`src/rtl/smi_neg_pkg.sv`:
```
package smi_neg_pkg;
  localparam int REG_ADDR_W = 4;
  localparam int BYTE_W     = 8;
  localparam logic [REG_ADDR_W-1:0] ADDR_TRIG = 4'd8;
  localparam logic [REG_ADDR_W-1:0] ADDR_APM  = 4'd9;

  typedef enum logic [1:0] {
    APM_IDLE,
    APM_ACPI_ON,
    APM_ACPI_OFF,
    APM_RAISE
  } apm_kind_t;
endpackage

```
`src/rtl/smi_req_reg.sv`:
```
module smi_req_reg
  import smi_neg_pkg::*;
#(
  parameter int FEAT_W = 64,
  localparam int NBYTES = FEAT_W / BYTE_W
) (
  input  logic                  clk,
  input  logic                  rst,
  input  logic                  wr_en,
  input  logic [REG_ADDR_W-1:0] wr_addr,
  input  logic [BYTE_W-1:0]     wr_data,
  output logic [FEAT_W-1:0]     req
);
  logic [BYTE_W-1:0] byte_q [NBYTES];

  for (genvar b = 0; b < NBYTES; b++) begin : g_byte
    always_ff @(posedge clk) begin
      if (rst) byte_q[b] <= '0;
      else if (wr_en && wr_addr == REG_ADDR_W'(b)) byte_q[b] <= wr_data;
    end
    assign req[b*BYTE_W +: BYTE_W] = byte_q[b];


    byte_load_chk: assert property (@(posedge clk) disable iff (rst)
      (wr_en && wr_addr == REG_ADDR_W'(b)) |=> (req[b*BYTE_W +: BYTE_W] == $past(wr_data)));
  end
endmodule

```
`src/rtl/smi_feat_check.sv`:
```
module smi_feat_check #(
  parameter int               FEAT_W    = 64,
  parameter logic [FEAT_W-1:0] HOST_MASK = 64'h7,
  parameter int               BCAST_BIT = 0,
  parameter int               HP_BIT    = 1,
  parameter int               HU_BIT    = 2
) (
  input  logic              clk,
  input  logic              rst,
  input  logic              trig,
  input  logic [FEAT_W-1:0] req,
  output logic              ok_q,
  output logic [FEAT_W-1:0] neg_q
);
  logic unsupported, needs_bcast, orphan_unplug, accept;

  always_comb begin
    unsupported   = |(req & ~HOST_MASK);
    needs_bcast   = (req[HP_BIT] | req[HU_BIT]) & ~req[BCAST_BIT];
    orphan_unplug = req[HU_BIT] & ~req[HP_BIT];
    accept        = trig & ~ok_q & ~unsupported & ~needs_bcast & ~orphan_unplug;
  end

  always_ff @(posedge clk) begin
    if (rst) begin
      ok_q  <= 1'b0;
      neg_q <= '0;
    end else if (accept) begin
      ok_q  <= 1'b1;
      neg_q <= req;
    end
  end


  ok_sticky_chk: assert property (@(posedge clk) disable iff (rst)
    ok_q |=> ok_q);

  neg_locked_chk: assert property (@(posedge clk) disable iff (rst)
    ok_q |=> $stable(neg_q));

  neg_in_host_chk: assert property (@(posedge clk) disable iff (rst)
    $rose(ok_q) |-> ((neg_q & ~HOST_MASK) == '0));

  hotplug_bcast_chk: assert property (@(posedge clk) disable iff (rst)
    (ok_q && (neg_q[HP_BIT] || neg_q[HU_BIT])) |-> neg_q[BCAST_BIT]);

  unplug_dep_chk: assert property (@(posedge clk) disable iff (rst)
    (ok_q && neg_q[HU_BIT]) |-> neg_q[HP_BIT]);

  ok_cause_chk: assert property (@(posedge clk) disable iff (rst)
    $rose(ok_q) |-> $past(trig));
endmodule

```
`src/rtl/smi_apm_dispatch.sv`:
```
module smi_apm_dispatch
  import smi_neg_pkg::*;
#(
  parameter int               NUM_CPUS = 4,
  parameter logic [BYTE_W-1:0] ON_CMD   = 8'hF0,
  parameter logic [BYTE_W-1:0] OFF_CMD  = 8'hF1,
  localparam int CPU_W = (NUM_CPUS > 1) ? $clog2(NUM_CPUS) : 1
) (
  input  logic                clk,
  input  logic                rst,
  input  logic                apm_wr,
  input  logic [BYTE_W-1:0]   apm_val,
  input  logic                apmc_en,
  input  logic                bcast,
  input  logic [CPU_W-1:0]    cur_cpu,
  output logic [NUM_CPUS-1:0] smi_q,
  output logic                acpi_on_q,
  output logic                acpi_off_q
);
  apm_kind_t           kind;
  logic [NUM_CPUS-1:0] target;

  always_comb begin
    if (!apm_wr)                kind = APM_IDLE;
    else if (apm_val == ON_CMD)  kind = APM_ACPI_ON;
    else if (apm_val == OFF_CMD) kind = APM_ACPI_OFF;
    else                         kind = APM_RAISE;
  end

  for (genvar c = 0; c < NUM_CPUS; c++) begin : g_tgt
    assign target[c] = bcast | (cur_cpu == CPU_W'(c));
  end

  always_ff @(posedge clk) begin
    if (rst) begin
      smi_q      <= '0;
      acpi_on_q  <= 1'b0;
      acpi_off_q <= 1'b0;
    end else begin
      acpi_on_q  <= (kind == APM_ACPI_ON);
      acpi_off_q <= (kind == APM_ACPI_OFF);
      smi_q      <= (kind == APM_RAISE && apmc_en) ? target : '0;
    end
  end


  cmd_no_smi_chk: assert property (@(posedge clk) disable iff (rst)
    (acpi_on_q || acpi_off_q) |-> (smi_q == '0));

  strobe_excl_chk: assert property (@(posedge clk) disable iff (rst)
    !(acpi_on_q && acpi_off_q));

  gated_smi_chk: assert property (@(posedge clk) disable iff (rst)
    (apm_wr && !apmc_en) |=> (smi_q == '0));

  single_target_chk: assert property (@(posedge clk) disable iff (rst)
    (apm_wr && !bcast) |=> ($countones(smi_q) <= 1));

  bcast_all_chk: assert property (@(posedge clk) disable iff (rst)
    (apm_wr && bcast && apmc_en && apm_val != ON_CMD && apm_val != OFF_CMD)
      |=> (smi_q == '1));
endmodule

```
`src/rtl/smi_negotiator.sv`:
```
module smi_negotiator
  import smi_neg_pkg::*;
#(
  parameter int               FEAT_W    = 64,
  parameter logic [FEAT_W-1:0] HOST_MASK = 64'h7,
  parameter int               BCAST_BIT = 0,
  parameter int               HP_BIT    = 1,
  parameter int               HU_BIT    = 2,
  parameter int               NUM_CPUS  = 4,
  parameter logic [7:0]       ON_CMD    = 8'hF0,
  parameter logic [7:0]       OFF_CMD   = 8'hF1,
  localparam int CPU_W = (NUM_CPUS > 1) ? $clog2(NUM_CPUS) : 1
) (
  input  logic                clk,
  input  logic                rst,
  input  logic                wr_en,
  input  logic [3:0]          wr_addr,
  input  logic [7:0]          wr_data,
  input  logic                apmc_en,
  input  logic [CPU_W-1:0]    cur_cpu,
  output logic [NUM_CPUS-1:0] smi_out,
  output logic                acpi_on,
  output logic                acpi_off,
  output logic                feat_ok,
  output logic [FEAT_W-1:0]   feat_neg
);
  logic [FEAT_W-1:0] req;
  logic trig, apm_wr;

  assign trig   = wr_en && (wr_addr == ADDR_TRIG);
  assign apm_wr = wr_en && (wr_addr == ADDR_APM);

  smi_req_reg #(.FEAT_W(FEAT_W)) u_req (
    .clk(clk), .rst(rst), .wr_en(wr_en), .wr_addr(wr_addr),
    .wr_data(wr_data), .req(req)
  );

  smi_feat_check #(
    .FEAT_W(FEAT_W), .HOST_MASK(HOST_MASK),
    .BCAST_BIT(BCAST_BIT), .HP_BIT(HP_BIT), .HU_BIT(HU_BIT)
  ) u_chk (
    .clk(clk), .rst(rst), .trig(trig), .req(req),
    .ok_q(feat_ok), .neg_q(feat_neg)
  );

  smi_apm_dispatch #(
    .NUM_CPUS(NUM_CPUS), .ON_CMD(ON_CMD), .OFF_CMD(OFF_CMD)
  ) u_apm (
    .clk(clk), .rst(rst), .apm_wr(apm_wr), .apm_val(wr_data),
    .apmc_en(apmc_en), .bcast(feat_neg[BCAST_BIT]), .cur_cpu(cur_cpu),
    .smi_q(smi_out), .acpi_on_q(acpi_on), .acpi_off_q(acpi_off)
  );


  reset_clear_chk: assert property (@(posedge clk)
    $past(rst) |-> (!feat_ok && feat_neg == '0 && smi_out == '0 && !acpi_on && !acpi_off));
endmodule

```
`config.mk`:
```
export PLATFORM = sky130hd
export DESIGN_NAME = smi_negotiator
export DESIGN_NICKNAME = d
export VERILOG_FILES = /design/src/rtl/smi_neg_pkg.sv /design/src/rtl/smi_req_reg.sv /design/src/rtl/smi_feat_check.sv /design/src/rtl/smi_apm_dispatch.sv /design/src/rtl/smi_negotiator.sv
export SDC_FILE = /design/constraint.sdc
export NUM_CORES = 1
export LEC_CHECK = 0
export ABC_AREA = 1
export BUFFER_PORTS_ARGS = -buffer_cell sky130_fd_sc_hd__buf_2
export CAP_MARGIN = 15
export CORE_MARGIN = 2
export CORE_UTILIZATION = 45
export CTS_CLUSTER_DIAMETER = 60
export DETAILED_ROUTE_END_ITERATION = 6
export PLACE_DENSITY_LB_ADDON = 0.12
export SLEW_MARGIN = 40
export SYNTH_ARGS = -nofsm -noshare
export SYNTH_HDL_FRONTEND = slang
export SYNTH_SLANG_ARGS = --single-unit
```
`constraint.sdc`:
```
create_clock -name clk -period 2.3 [get_ports clk]
set_input_delay 0.345 -clock clk [delete_from_list [all_inputs] [get_ports clk]]
set_output_delay 0.345 -clock clk [all_outputs]
set_load 0.1 [all_outputs]
```
==> results of run 1 <==
==> area by class of cell <==
class	count	area (µm²)	area share, %
Sequential cell	135	3340	54.3
Multi-Input combinational cell	270	1160	18.9
Timing Repair Buffer	99	526	8.54
Clock buffer	22	507	8.23
Inverter	91	342	5.55
Tap cell	140	175	2.85
Clock inverter	10	101	1.65
==> cells in the final DEF (no fill, tap or decap) <==
cell / instances
clkbuf_1: 1
nand3_1: 72
dlygate4sd3_1: 1
nor3_2: 2
o31ai_1: 1
buf_4: 10
clkinv_1: 4
clkinv_2: 2
clkbuf_8: 2
nand3_2: 1
inv_2: 2
edfxtp_1: 64
buf_2: 88
nor4_1: 1
clkinv_4: 3
bufinv_16: 1
inv_1: 85
inv_6: 4
clkbuf_16: 19
nand4_1: 9
dfxtp_1: 71
nor2_1: 129
a21oi_1: 5
nor2_2: 1
o21ai_0: 2
nand2_1: 47
==> per-stage QoR <==
step                util [%]  hold WS (ps)
floorplan                  -           414
global placement        51.5           441
detailed placement      51.5           443
CTS                     57.3          82.4
global route            57.3          95.2
finish                  57.3          99.4
==> cell families after synthesis <==
logic type | count (synthesis) | share of synthesized area, %
and+or+nand+nor | 262 | 22.7
DFF | 135 | 68.0
buffers and inverters | 107 | 8.40
AOI/OAI and AO/OA | 8 | 0.866
==> worst max path at each step <==
stage                           end  slack (ps)           startpoint  cells after the start
global route         u_chk.neg_q[1]         410  u_req.byte_q[0][19]                     10
global placement     u_chk.neg_q[1]         620           wr_addr[1]                      9
CTS                     feat_neg[0]         530       u_chk.neg_q[0]                      1
finish                  feat_neg[0]         560       u_chk.neg_q[0]                      1
detailed placement   u_chk.neg_q[2]         600           wr_addr[1]                      9
floorplan           u_chk.neg_q[10]         390           u_chk.ok_q                     10
==> power by group <==
part / leakage, nW / total, mW / switching (mW) / internal [mW]
sequential: 1.18 / 2.60 / 0.0210 / 2.58
combinational: 1.62 / 0.177 / 0.131 / 0.0460
clock: 0.302 / 2.71 / 1.04 / 1.67
==> registers in the layout (all words and copies together), names as in the netlist <==
register and cells:
u_apm.smi_q 4, u_chk.neg_q 64, u_apm.acpi_off_q 1, u_chk.ok_q 1
u_apm.acpi_on_q 1, u_req.byte_q 64
==> metal layers <==
metal / routed length (µm) / up-vias / share of wire [%]
li1: - / 1827 / -
met1: 4700 / 1640 / 44
met2: 4920 / 104 / 47
met3: 761 / 19 / 7.2
met4: 183 / 0 / 1.7
met5: 0 / - / 0
==> results.cfg, run 1 <==
[flow_run]
maxCapViolations = 0

[power_and_ir_drop]
p_leak_nw = 3.10
irDropWorstVdd_v = 0.000431
cellPowerDensity_mw_per_mm2 = 892
fin_total_pwr_mw = 5.49

[worst_hold_path]
min-delay-start = cur_cpu[0]
whs_endpoint = u_apm.smi_q[3]
hold_depth = 3
hp-class = primary input to flip-flop

[yosys]
synth_cells = 512
yosys.cell_count.top_type = nor2_1
async_flop_share_pct = 0
ys.warnings.count = 0
synth-edff-count = 64
synthFlopType = dfxtp_1
syn_nets = 530
synth_top_area_share_pct = 39.1
synth_seq_cells = 135
ys_types = 19
yosys.area.top_type = edfxtp_1
seq_area_frac_synth_pct = 68.0
synth_area_leaders = edfxtp_1, dfxtp_1, nor2_1, nand3_1, inv_1
synth.cells.most_frequent = nor2_1, inv_1, nand3_1
syn_area_mm2 = 0.00491
avgSynthCellArea_um2 = 9.60

[timing]
slew_violations = 0
relSlewSlack_pct = 59.3
worstMarginPinSlew_ps = 611
finClkSkew_ps = 11.7
period_needed_ps = 1740
clock.fmax_ghz = 0.576
finalHoldViolations = 0
setup_viol = 0
setup_ws_ps = 564
fin_crit_sh_pct = 75.5
rsz0062_at_grt = false
tns_ps = 0

[clocking]
clkSinkCount = 135
cts-root-buf = clkbuf_8
hold_buffers = 1
h-tree-depth = 4
cts.clk_slew.worst_paths_ps = 60
cts.path.max_buffers = 2
cts_tree = done
post_cts_buffers = 0
cts_resized = 0
clk-insertion-delay-late_ps = 530
cts_made_buffers = 17

[floorplan]
num_rows = 38
die_x_um = 108
core_area_mm2 = 0.0107
ios = 89
die_h_um = 108
start_util_pct = 45.7
dieArea_mm2 = 0.0118

[place]
portBuffers = 88
place_ws_ps = 597
gp_congestion = 0.806
dpl.cell_count = 734
dp_hpwl_um = 7010
place_area_mm2 = 0.00554

[route]
drt-total-wl_um = 10600
drc = 0
drtPass1Iterations = 4
drt-vias-per-instance = 4.68
num_vias = 3590
route.antenna.remaining_nets = 0
wl_per_cell_um = 13.8
drt_iter0_markers = 215

[final_layout]
n_fill_cell = 971
stdcell_area_mm2 = 0.00616
fin_nets = 632
layout-drive-gt1-share_pct = 21.5
antenna_cells = 0
area_delta_synth_final_pct = 25.3
final_cells = 767

[global_route]
grt.busiest_layer = met2
grt_use_total_pct = 18.9
grt_util_met1_pct = 23.8
grt_max_degree = 66
overflow = 0
grt_pass1_wl_um = 16500
grt_use_met3_pct = 6.51
grt_pass1_vias = 3428
grt_antenna_before_repair = 0
grt_use_met2_pct = 29.8

[critical_path]
crit_fanout = 6
crit_required_ps = 1960
worstSetupPathType = flip-flop to output pin
start_kind = flip-flop
cp.arrival_ps = 1390
cp_cell_sequence = buf_2
path_buf_inv = 1
ff2ff_path_depth = 9
r2r_setup_slack_ps = 650
critPathMaxStageDelay_ps = 460
r2r-start = u_req.byte_q[0][31]
cp_slowest_cell = buf_2
cp_top_family = buffers and inverters
rr_endpoint = u_chk.neg_q[26]
endpoint_kind = output pin

[outcome]
status = completed
Note: power is estimated with default switching activity, not from simulation.
==> run 2, diff against run 1 <==
--- a/config.mk
+++ b/config.mk
@@ -5,7 +5,7 @@
 export SDC_FILE = /design/constraint.sdc
 export NUM_CORES = 1
 export LEC_CHECK = 0
-export ABC_AREA = 1
+export ABC_AREA = 0
 export BUFFER_PORTS_ARGS = -buffer_cell sky130_fd_sc_hd__buf_2
 export CAP_MARGIN = 15
 export CORE_MARGIN = 2
==> constraint.sdc (replaced) <==
create_clock -name clk -period 1.47 [get_ports clk]
set_input_delay 0.2205 -clock clk [delete_from_list [all_inputs] [get_ports clk]]
set_output_delay 0.2205 -clock clk [all_outputs]
set_load 0.1 [all_outputs]
==> results.cfg, run 2 <==
[outcome]
violations = negative setup slack
status = finished with violations

[floorplan]
core_area_mm2 = 0.0108
die_h_um = 109
dieArea_mm2 = 0.0120
die_x_um = 109
ios = 89
start_util_pct = 46.1
num_rows = 38

[yosys]
synthFlopType = dfxtp_1
syn_area_mm2 = 0.00500
synth_top_area_share_pct = 38.4
synth_area_leaders = edfxtp_1, dfxtp_1, and2_4, and2_1, nor4_1
ys.warnings.count = 0
synthSimpleGateAreaFrac_pct = 28.3
synth-edff-count = 64
synth.cells.most_frequent = dfxtp_1, and2_1, edfxtp_1
synth_compound_area_share_pct = 1.90
synth_seq_cells = 135
yosys.cell_count.top_type = dfxtp_1
async_flop_share_pct = 0
muxShareOfSynthArea_pct = 0.600
synth_fa_ha_area_share_pct = 0
syn_nets = 385
yosys.area.top_type = edfxtp_1
avgSynthCellArea_um2 = 13.6
synth_top_family_by_area = simple AND/OR/NAND/NOR gates
ys_types = 33
synth_xor_area_share_pct = 0
synth_cells = 367
seq_area_frac_synth_pct = 66.9

[power_and_ir_drop]
irDropWorstVdd_v = 0.000759
switchingPower_mw = 1.74
power.share.switching_pct = 20.2
combPwrFrac_pct = 4.3
cellPowerDensity_mw_per_mm2 = 1240
p_leak_nw = 2.89
internal-power_mw = 6.84
clkPwrFrac_pct = 47.7
seq_power_share_pct = 48.0

[clocking]
cts_tree = done
cts.clk_slew.worst_paths_ps = 60
cts-root-buf = clkbuf_8
cts_made_buffers = 17
cts.path.max_buffers = 2
h-tree-depth = 4
clk-insertion-delay-late_ps = 520
clkSinkCount = 135

[timing]
finalHoldViolations = 0
setup_viol = 64
slew_violations = 0
finClkSkew_ps = 5.30
rsz0062_at_grt = true
period_needed_ps = 1800
fin_crit_sh_pct = 122
clock.fmax_ghz = 0.557
worstMarginPinSlew_ps = 732
relSlewSlack_pct = 50.9
setup_ws_ps = -327
holdWs_ps = 43.6

[final_layout]
antenna_cells = 0
final_cells = 673
final_cell_mix = buf_4, dfxtp_1, and2_1, edfxtp_1, and2_4
layout-drive-gt1-share_pct = 47.7
fin_nets = 538
register_area_mm2 = 0.00335
area_delta_synth_final_pct = 38.5
multi_input_area_mm2 = 0.00165
n_fill_cell = 855
layout_commonest_cell = buf_4
top_regs = u_chk.neg_q (64), u_req.byte_q (64), u_apm.smi_q (4)

[route]
drt-total-wl_um = 10200
drtPass1Iterations = 4
drc = 0
route.antenna.remaining_nets = 0
num_vias = 3204
drt_iter0_markers = 173
drt-vias-per-instance = 4.76
wl_per_cell_um = 15.2

[critical_path]
start_kind = flip-flop
cp.arrival_ps = 2210
endpoint_kind = flip-flop
r2r_setup_slack_ps = -330
worstSetupPathType = flip-flop to flip-flop
crit_required_ps = 1880
crit_fanout = 30

[global_route]
overflow = 0
grt_antenna_before_repair = 0
grt_pass1_wl_um = 15900
grt_use_total_pct = 18.3
grt_max_degree = 31
grt_pass1_vias = 3108

[place]
dpl.cell_count = 637
dp_hpwl_um = 7020
portBuffers = 88
gp_congestion = 0.829

[worst_hold_path]
hp-class = primary input to flip-flop

[flow_run]
maxCapViolations = 0
==> run 2: changes by cell type after synthesis, sizes merged, moves of 4 or more <==
| cell | before | now |
|---|---|---|
| nor4 | 1 | 27 |
| nand2 | 47 | 10 |
| inv | 87 | 4 |
| o21ai | 2 | 6 |
| buf | 14 | 10 |
| and2 | 0 | 126 |
| nand3 | 73 | 1 |
| nor2 | 130 | 13 |
| clkinv | 4 | 0 |
==> run 2: per-stage QoR <==
| step | worst slack (ps) | total power, mW | instance area [µm²] | TNS, ps | util [%] |
|---|---|---|---|---|---|
| after floorplan | -111 | 4.32 | 5050 | -6990 | - |
| after global placement | -309 | 4.53 | 6030 | -26280 | 55.7 |
| after detailed placement | -356 | 4.54 | 6030 | -29580 | 55.7 |
| after CTS | -343 | 8.65 | 6880 | -20500 | 63.4 |
| after global routing | -430 | 8.90 | 6930 | -25850 | 63.9 |
| final | -327 | 8.58 | 6930 | -19350 | 63.9 |
==> run 2: path summary, 6_finish.rpt <==
kind	from	end	cells past startpoint
worst min-delay path	wr_data[0]	u_apm.acpi_on_q	2
worst min register to register	u_chk.neg_q[2]	u_chk.neg_q[2]	2
worst max-delay path	u_req.byte_q[0][5]	u_chk.neg_q[23]	6
worst max register to register	u_req.byte_q[0][5]	u_chk.neg_q[23]	6
==> run 2: cells by family after synthesis <==
logic type,after synthesis
mux,3
flops,135
buf+inv,16
simple gates,198
compound gates,15
==> run 2: what timing repair did <==
action	CTS	global route
endpoints found under the setup margin	136	74
pin swaps	4	10
endpoints found under the hold margin	4	0
hold buffers	4	0
gates resized for setup	78	8
setup buffers	0	1
==> run 2: per-layer routing <==
| metal | vias up | track usage, % | routed length [µm] |
|---|---|---|---|
| li1 | 1596 | - | - |
| met1 | 1516 | 24.1 | 4750 |
| met2 | 77 | 28.0 | 4800 |
| met3 | 15 | 5.51 | 497 |
| met4 | 0 | 7.87 | 176 |
| met5 | - | 0 | 0 |
==> run 2: cell type report <==
type | instances | area share (%)
multi-input cells | 216 | 23.8
clock buffers | 26 | 7.68
clock inverters | 6 | 0.813
inverters | 4 | 0.217
flip-flops and latches | 135 | 48.3
repair buffers | 146 | 16.7
well taps | 140 | 2.53
==> run 2: critical path, stage by stage (launching register included) <==
cell	delay, ps
edfxtp_1	420
nor4_2	330
nand4_1	200
nor3_4	290
a21oi_4	120
buf_12	170
and2_4	160
==> run 2: power groups by stage <==
stage                     logic, mW  clock network (mW)  registers [mW]
final                         0.372                4.09            4.11
after global routing          0.401                4.38            4.12
after CTS                     0.371                4.17            4.11
after detailed placement      0.357                   0            4.18
after global placement        0.352                   0            4.18
after floorplan               0.154                   0            4.17
